<file path="src/rtl/lvr_pkg.sv">
package lvr_pkg;
  typedef logic [2:0] pix3_t;

  // Keep the top bit of each 3-bit channel: red 8:6, green 5:3, blue 2:0
  function automatic pix3_t channel_msbs(input logic [8:0] px);
    return {px[8], px[5], px[2]};
  endfunction
endpackage

</file>
<file path="src/rtl/lvr_axis_counter.sv">
module lvr_axis_counter #(
  parameter int TOTAL = 800,
  parameter int W     = $clog2(TOTAL)
) (
  input  logic         clk,
  input  logic         rst,
  input  logic         step,
  input  logic         load,
  input  logic [W-1:0] load_val,
  output logic [W-1:0] cnt,
  output logic         wrap
);
  localparam logic [W-1:0] LAST = W'(TOTAL - 1);

  assign wrap = step && !load && (cnt == LAST);

  always_ff @(posedge clk) begin
    if (rst)       cnt <= '0;
    else if (load) cnt <= load_val;
    else if (step) cnt <= (cnt == LAST) ? '0 : cnt + 1'b1;
  end
endmodule

</file>
<file path="src/rtl/lvr_delay_fifo.sv">
module lvr_delay_fifo #(
  parameter int WIDTH = 3,
  parameter int DEPTH = 256
) (
  input  logic             clk,
  input  logic             rst,
  input  logic             flush,
  input  logic             wr,
  input  logic [WIDTH-1:0] wdata,
  input  logic             rd,
  output logic [WIDTH-1:0] rdata,
  output logic             full,
  output logic             empty
);
  localparam int AW = $clog2(DEPTH);

  logic [WIDTH-1:0] mem [DEPTH];
  logic [AW:0]      wr_ptr, rd_ptr, occ;
  logic [AW-1:0]    waddr;
  logic             wr_ok, rd_ok;

  assign occ   = wr_ptr - rd_ptr;
  assign full  = (wr_ptr[AW] != rd_ptr[AW]) && (wr_ptr[AW-1:0] == rd_ptr[AW-1:0]);
  assign empty = (wr_ptr == rd_ptr);
  assign wr_ok = wr && (flush || !full);
  assign rd_ok = rd && !empty && !flush;
  assign waddr = flush ? '0 : wr_ptr[AW-1:0];

  // Storage without reset so block RAM can be inferred
  always_ff @(posedge clk) begin
    if (wr_ok) mem[waddr] <= wdata;
    if (rd_ok) rdata <= mem[rd_ptr[AW-1:0]];
  end

  always_ff @(posedge clk) begin
    if (rst) begin
      wr_ptr <= '0;
      rd_ptr <= '0;
    end else if (flush) begin
      rd_ptr <= '0;
      wr_ptr <= wr ? (AW+1)'(1) : '0;
    end else begin
      if (wr_ok) wr_ptr <= wr_ptr + 1'b1;
      if (rd_ok) rd_ptr <= rd_ptr + 1'b1;
    end
  end

  assert_full_hold_R9: assert property (@(posedge clk) disable iff (rst)
    (wr && full && !rd && !flush) |=> (occ == $past(occ)));
  assert_write_grows_R3: assert property (@(posedge clk) disable iff (rst)
    (wr && !full && !rd && !flush) |=> (occ == $past(occ) + 1'b1));
endmodule

</file>
<file path="src/rtl/lcd_vga_retimer.sv">
module lcd_vga_retimer #(
  parameter int H_ACTIVE   = 640,
  parameter int H_FRONT    = 16,
  parameter int H_SYNC     = 96,
  parameter int H_BACK     = 48,
  parameter int V_ACTIVE   = 480,
  parameter int V_FRONT    = 10,
  parameter int V_SYNC     = 2,
  parameter int V_BACK     = 33,
  parameter int LAG        = 160,
  parameter int FIFO_DEPTH = 256
) (
  input  logic       clk,
  input  logic       rst,
  input  logic       frame_start,
  input  logic       line_start,
  input  logic       in_valid,
  input  logic [8:0] in_rgb,
  input  logic       in_locked,
  output logic       hsync_n,
  output logic       vsync_n,
  output logic [2:0] rgb_out,
  output logic       err
);
  import lvr_pkg::*;

  localparam int H_TOTAL = H_ACTIVE + H_FRONT + H_SYNC + H_BACK;
  localparam int V_TOTAL = V_ACTIVE + V_FRONT + V_SYNC + V_BACK;
  localparam int HW      = $clog2(H_TOTAL);
  localparam int VW      = $clog2(V_TOTAL);
  localparam logic [HW-1:0] H_ACT_END = HW'(H_ACTIVE);
  localparam logic [HW-1:0] HS_BEGIN  = HW'(H_ACTIVE + H_FRONT);
  localparam logic [HW-1:0] HS_END    = HW'(H_ACTIVE + H_FRONT + H_SYNC);
  localparam logic [VW-1:0] V_ACT_END = VW'(V_ACTIVE);
  localparam logic [VW-1:0] VS_BEGIN  = VW'(V_ACTIVE + V_FRONT);
  localparam logic [VW-1:0] VS_END    = VW'(V_ACTIVE + V_FRONT + V_SYNC);
  localparam logic [HW-1:0] H_RELOAD  = HW'(H_TOTAL - LAG);
  localparam logic [VW-1:0] V_RELOAD  = VW'(V_TOTAL - 1);

  logic [HW-1:0] h_cnt;
  logic [VW-1:0] v_cnt;
  logic          h_wrap, v_wrap_unused;
  logic          act, hs, vs;
  logic          act_q, hs_q, vs_q;
  logic          fifo_full, fifo_empty;
  pix3_t         fifo_q;

  // Counters: the line pulse puts active output LAG cycles later
  lvr_axis_counter #(.TOTAL(H_TOTAL), .W(HW)) i_hcnt (
    .clk(clk), .rst(rst), .step(1'b1), .load(line_start),
    .load_val(H_RELOAD), .cnt(h_cnt), .wrap(h_wrap));

  lvr_axis_counter #(.TOTAL(V_TOTAL), .W(VW)) i_vcnt (
    .clk(clk), .rst(rst), .step(h_wrap), .load(frame_start),
    .load_val(V_RELOAD), .cnt(v_cnt), .wrap(v_wrap_unused));

  assign act = (h_cnt < H_ACT_END) && (v_cnt < V_ACT_END);
  assign hs  = (h_cnt >= HS_BEGIN) && (h_cnt < HS_END);
  assign vs  = (v_cnt >= VS_BEGIN) && (v_cnt < VS_END);

  lvr_delay_fifo #(.WIDTH(3), .DEPTH(FIFO_DEPTH)) i_fifo (
    .clk(clk), .rst(rst), .flush(frame_start),
    .wr(in_valid), .wdata(channel_msbs(in_rgb)),
    .rd(act), .rdata(fifo_q), .full(fifo_full), .empty(fifo_empty));

  // Two-stage pipeline: stage 1 matches the FIFO read latency
  always_ff @(posedge clk) begin
    if (rst) begin
      act_q   <= 1'b0;
      hs_q    <= 1'b0;
      vs_q    <= 1'b0;
      hsync_n <= 1'b1;
      vsync_n <= 1'b1;
      rgb_out <= '0;
      err     <= 1'b0;
    end else begin
      act_q   <= act;
      hs_q    <= hs;
      vs_q    <= vs;
      hsync_n <= !hs_q;
      vsync_n <= !vs_q;
      rgb_out <= (act_q && in_locked) ? fifo_q : '0;
      if (frame_start) err <= 1'b0;
      else if ((act && fifo_empty) || (in_valid && fifo_full)) err <= 1'b1;
    end
  end

  assert_blank_in_sync_R6: assert property (@(posedge clk) disable iff (rst)
    (!hsync_n || !vsync_n) |-> (rgb_out == '0));
  assert_unlock_dark_R7: assert property (@(posedge clk) disable iff (rst)
    !in_locked |=> (rgb_out == '0));
  assert_h_reload_R3: assert property (@(posedge clk) disable iff (rst)
    line_start |=> (h_cnt == H_RELOAD));
  assert_v_reload_R5: assert property (@(posedge clk) disable iff (rst)
    frame_start |=> (v_cnt == V_RELOAD));
  assert_underflow_flag_R8: assert property (@(posedge clk) disable iff (rst)
    (act && fifo_empty && !frame_start) |=> err);
  assert_overflow_flag_R9: assert property (@(posedge clk) disable iff (rst)
    (in_valid && fifo_full && !frame_start) |=> err);
  assert_err_sticky_R10: assert property (@(posedge clk) disable iff (rst)
    (err && !frame_start) |=> err);
  assert_err_clear_R10: assert property (@(posedge clk) disable iff (rst)
    frame_start |=> !err);
endmodule

</file>
<file path="config.mk">
export PLATFORM = sky130hd
export DESIGN_NAME = lcd_vga_retimer
export DESIGN_NICKNAME = d
export VERILOG_FILES = /design/src/rtl/lvr_pkg.sv /design/src/rtl/lvr_axis_counter.sv /design/src/rtl/lvr_delay_fifo.sv /design/src/rtl/lcd_vga_retimer.sv
export SDC_FILE = /design/constraint.sdc
export NUM_CORES = 1
export LEC_CHECK = 0
export BUFFER_PORTS_ARGS = -buffer_cell sky130_fd_sc_hd__buf_4
export CAP_MARGIN = 40
export CORE_UTILIZATION = 45
export DETAILED_ROUTE_END_ITERATION = 12
export SLEW_MARGIN = 20
export SYNTH_ARGS = -nofsm -noshare
export SYNTH_HDL_FRONTEND = slang
export SYNTH_SLANG_ARGS = --single-unit
export TNS_END_PERCENT = 30
</file>
<file path="constraint.sdc">
create_clock -name clk -period 3.7 [get_ports clk]
set_input_delay 0.74 -clock clk [delete_from_list [all_inputs] [get_ports clk]]
set_output_delay 0.74 -clock clk [all_outputs]
set_load 0.05 [all_outputs]
</file>
==> impl_metrics.env <==
export IMPL_status="completed"
export IMPL_yosysSeqAreaShare=0.728
export IMPL_r2r_end="i_fifo.rdata[2]"
export IMPL_final_setup_skew_ps=25.8
export IMPL_core_um2=72800
export IMPL_grt_pass1_vias=18100
export IMPL_rr_startpoint="i_fifo.rd_ptr[1]"
export IMPL_relSlewSlack=0.422
export IMPL_ios=21
export IMPL_yosys_warnings=0
export IMPL_yosys_top_cells_count="771 x edfxtp_1, 308 x nor2_1, 146 x mux4_2"
export IMPL_ys_types=71
export IMPL_slew_viol_final=0
export IMPL_cts_hold_repair_buffers=0
export IMPL_startpoint_type="flop"
export IMPL_wl_per_cell_um=26.5
export IMPL_root_buffer="clkbuf_16"
export IMPL_cp_num_buf_inv=1
export IMPL_routed_wirelength_um=80000
export IMPL_ant_nets=0
export IMPL_synth_edf_count=771
export IMPL_synth_fp_nets=1942
export IMPL_num_antenna_cells=0
export IMPL_drt_iter0_drc=1751
export IMPL_drc_errors=0
export IMPL_crit_path_end_kind="flop"
export IMPL_fp_dieW_um=273
export IMPL_critical_path_cell_chain="nor2_1, buf_4, a221o_1, a2111oi_0, nor3_1, a221oi_1, a31o_1"
export IMPL_area_delta_synth_final_pct=12.6
export IMPL_htreeDepth=3
export IMPL_power_density_nw_per_um2=499
export IMPL_die_area_um2=74700
export IMPL_fin_crit_ps=3190
export IMPL_synth_flop_cell="edfxtp_1"
export IMPL_synth_area_leaders="edfxtp_1 70%, mux4_2 9.9%, nor2_1 3.5%, dfxtp_1 2.8%, mux2i_1 2.8%"
export IMPL_worstSkewPairLatency_ps=640
export IMPL_min_period_over_period=0.862
export IMPL_grt_pass1_wl_um=119000
export IMPL_antenna_found_initial=0
export IMPL_syn_avg_cell_area_um2=17.2
export IMPL_synth_top_area_frac=0.699
export IMPL_post_cts_setup_buffer_count=0
export IMPL_layout_nets=2016
export IMPL_numClockSinks=818
export IMPL_critPathMaxFanout=42
export IMPL_clkTransAtPathRegs_ps=60
export IMPL_endpoint="i_fifo.rdata[2]"
export IMPL_finalHoldViolCount=0
export IMPL_die_h_um=273
export IMPL_num_vias=17800
export IMPL_crit_family="compound AO/OA/AOI/OAI gates"
export IMPL_cp_depth=7
export IMPL_cts_tree="yes"
export IMPL_track_usage=0.217
export IMPL_final_layout_size_suffix_gt1_frac=0.191
export IMPL_rr_worst_depth=7
export IMPL_initial_utilization=0.455
export IMPL_maxCapViolations=0
export IMPL_p_leak_nw=11.1
export IMPL_tns_ps=0
export IMPL_grt_ovfl_total=0
export IMPL_viasPerCell=5.91
export IMPL_std_cell_rows=99
export IMPL_io_buffers=14
export IMPL_synth_seq_cells=818
export IMPL_rsz0062_at_grt="false"
export IMPL_dp_final_hpwl_um=50200
export IMPL_max_freq_mhz=313
export IMPL_vdd_drop_max_uv=357
export IMPL_synthesis_instances=1921
export IMPL_cts_max_path_buffers=3
export IMPL_netlist_area_um2=33100
export IMPL_yosysMostFrequentCell="edfxtp_1"
export IMPL_setup_viol=0
export IMPL_hp_class="flop to flop"
export IMPL_slowest_stage="dfxtp_4"
export IMPL_synth_top_cell_by_area="edfxtp_1"
export IMPL_post_place_ws_ps=505
export IMPL_drt_first_pass_iters=5
export IMPL_grt_max_degree=87
export IMPL_cts_resized=0
export IMPL_setup_slack_ps=510
export IMPL_place_congestion=0.855
export IMPL_slowest_delay_ps=840
export IMPL_timing_worst_setup_path_type="flop to flop"
export IMPL_synthArstFlopShare=0
export IMPL_tightest_slew_ps=864
export IMPL_worstSetupStartpoint="i_fifo.rd_ptr[1]"
export IMPL_required_ps=4210
export IMPL_critical_path_arrival_ps=3700
export IMPL_cts_buffers=83
export IMPL_nFillCells=5876
export IMPL_reg2reg_setup_slack_ps=510
==> report_power, final <==
part,switching [mW],internal (mW),total (mW),leakage [nW]
registers,0.0221,10.1,10.1,7.31
clock network,3.44,4.49,7.93,1.24
logic,0.319,0.195,0.514,2.59
==> layer usage <==
metal,vias up,part of all wire,global-route usage
met4,0,0.021,0.0631
met1,9296,0.42,0.305
met2,669,0.49,0.353
met3,102,0.066,0.0310
met5,-,0,0
li1,7756,-,-
==> cells by family (layout without fill, tap and decap cells) <==
kind of cell	Yosys count	after routing	synth area share
simple gates	484	484	0.0647
mux	250	250	0.132
xor+xnor	37	37	0.00979
fa+ha+maj	6	6	0.00227
compound gates	189	189	0.0410
flops	818	818	0.728
buf+inv	137	275	0.0226
==> worst min path at each step <==
stage                       endpoint  from  cells past startpoint
global placement             hsync_n  hs_q                      1
CTS                    i_vcnt.cnt[9]   rst                      2
floorplan                    hsync_n  hs_q                      1
detailed placement           vsync_n  vs_q                      1
global route        i_fifo.wr_ptr[0]   rst                      2
finish                       vsync_n  vs_q                      1
==> stage by stage <==
step / utilization / cells / cell area [um2] / power [mW] / hold slack, ps
final: 0.512 / 3018 / 37300 / 18.6 / 378
after global routing: 0.512 / 3018 / 37300 / 19.1 / 382
after CTS: 0.511 / 3016 / 37300 / 18.7 / 353
after detailed placement: 0.477 / 2867 / 34700 / 10.9 / 368
after global placement: 0.477 / 2867 / 34700 / 10.9 / 365
after floorplan: - / 1921 / 33100 / 10.6 / 356
==> area by class of cell <==
cell class              instances  area [um2]  area share
inverters                      14        52.6     0.00141
well taps                     959        1200      0.0322
multi-input cells             966        8280       0.222
flip-flops and latches        818       24100       0.647
clock buffers                 103        2190      0.0589
repair buffers                112        1100      0.0294
clock inverters                46         349     0.00937
==> sequential cells by signal (all words and copies together) (netlist names) <==
register and count:
err 1, hsync_n 1, vs_q 1, i_vcnt.cnt 10
act_q 1, i_fifo.wr_ptr 9, rgb_out 3, hs_q 1
i_fifo.rdata 3, i_fifo.mem 768, i_hcnt.cnt 10, vsync_n 1
i_fifo.rd_ptr 9
==> worst reg2reg max path: stages, from the launching register on <==
cell and delay (ps):
dfxtp_4 840, nor2_1 240, buf_4 240, a221o_1 340, a2111oi_0 580, nor3_1 140, a221oi_1 530, a31o_1 160
==> cell usage in the layout, fill, tap and decap left out, drive strengths merged, types with 7 or more instances in the layout <==
cell | netlist | final
nor2 | 308 | 308
a211oi | 10 | 10
o21ai | 16 | 16
mux4 | 148 | 148
nand2 | 48 | 48
o221ai | 22 | 22
nor3b | 7 | 7
xor2 | 14 | 14
a22oi | 26 | 26
xnor2 | 23 | 23
edfxtp | 771 | 771
clkinv | 1 | 37
nor3 | 10 | 10
inv | 13 | 16
and2 | 12 | 12
nand3 | 38 | 38
a21oi | 46 | 46
nor2b | 10 | 10
buf | 74 | 112
a22o | 7 | 7
a221oi | 12 | 12
mux2i | 93 | 93
dfxtp | 47 | 47
a31oi | 9 | 9
mux2 | 9 | 9
and3 | 10 | 10
clkbuf | 49 | 103
nand4 | 12 | 12
Power figures use the tool's default switching activity.
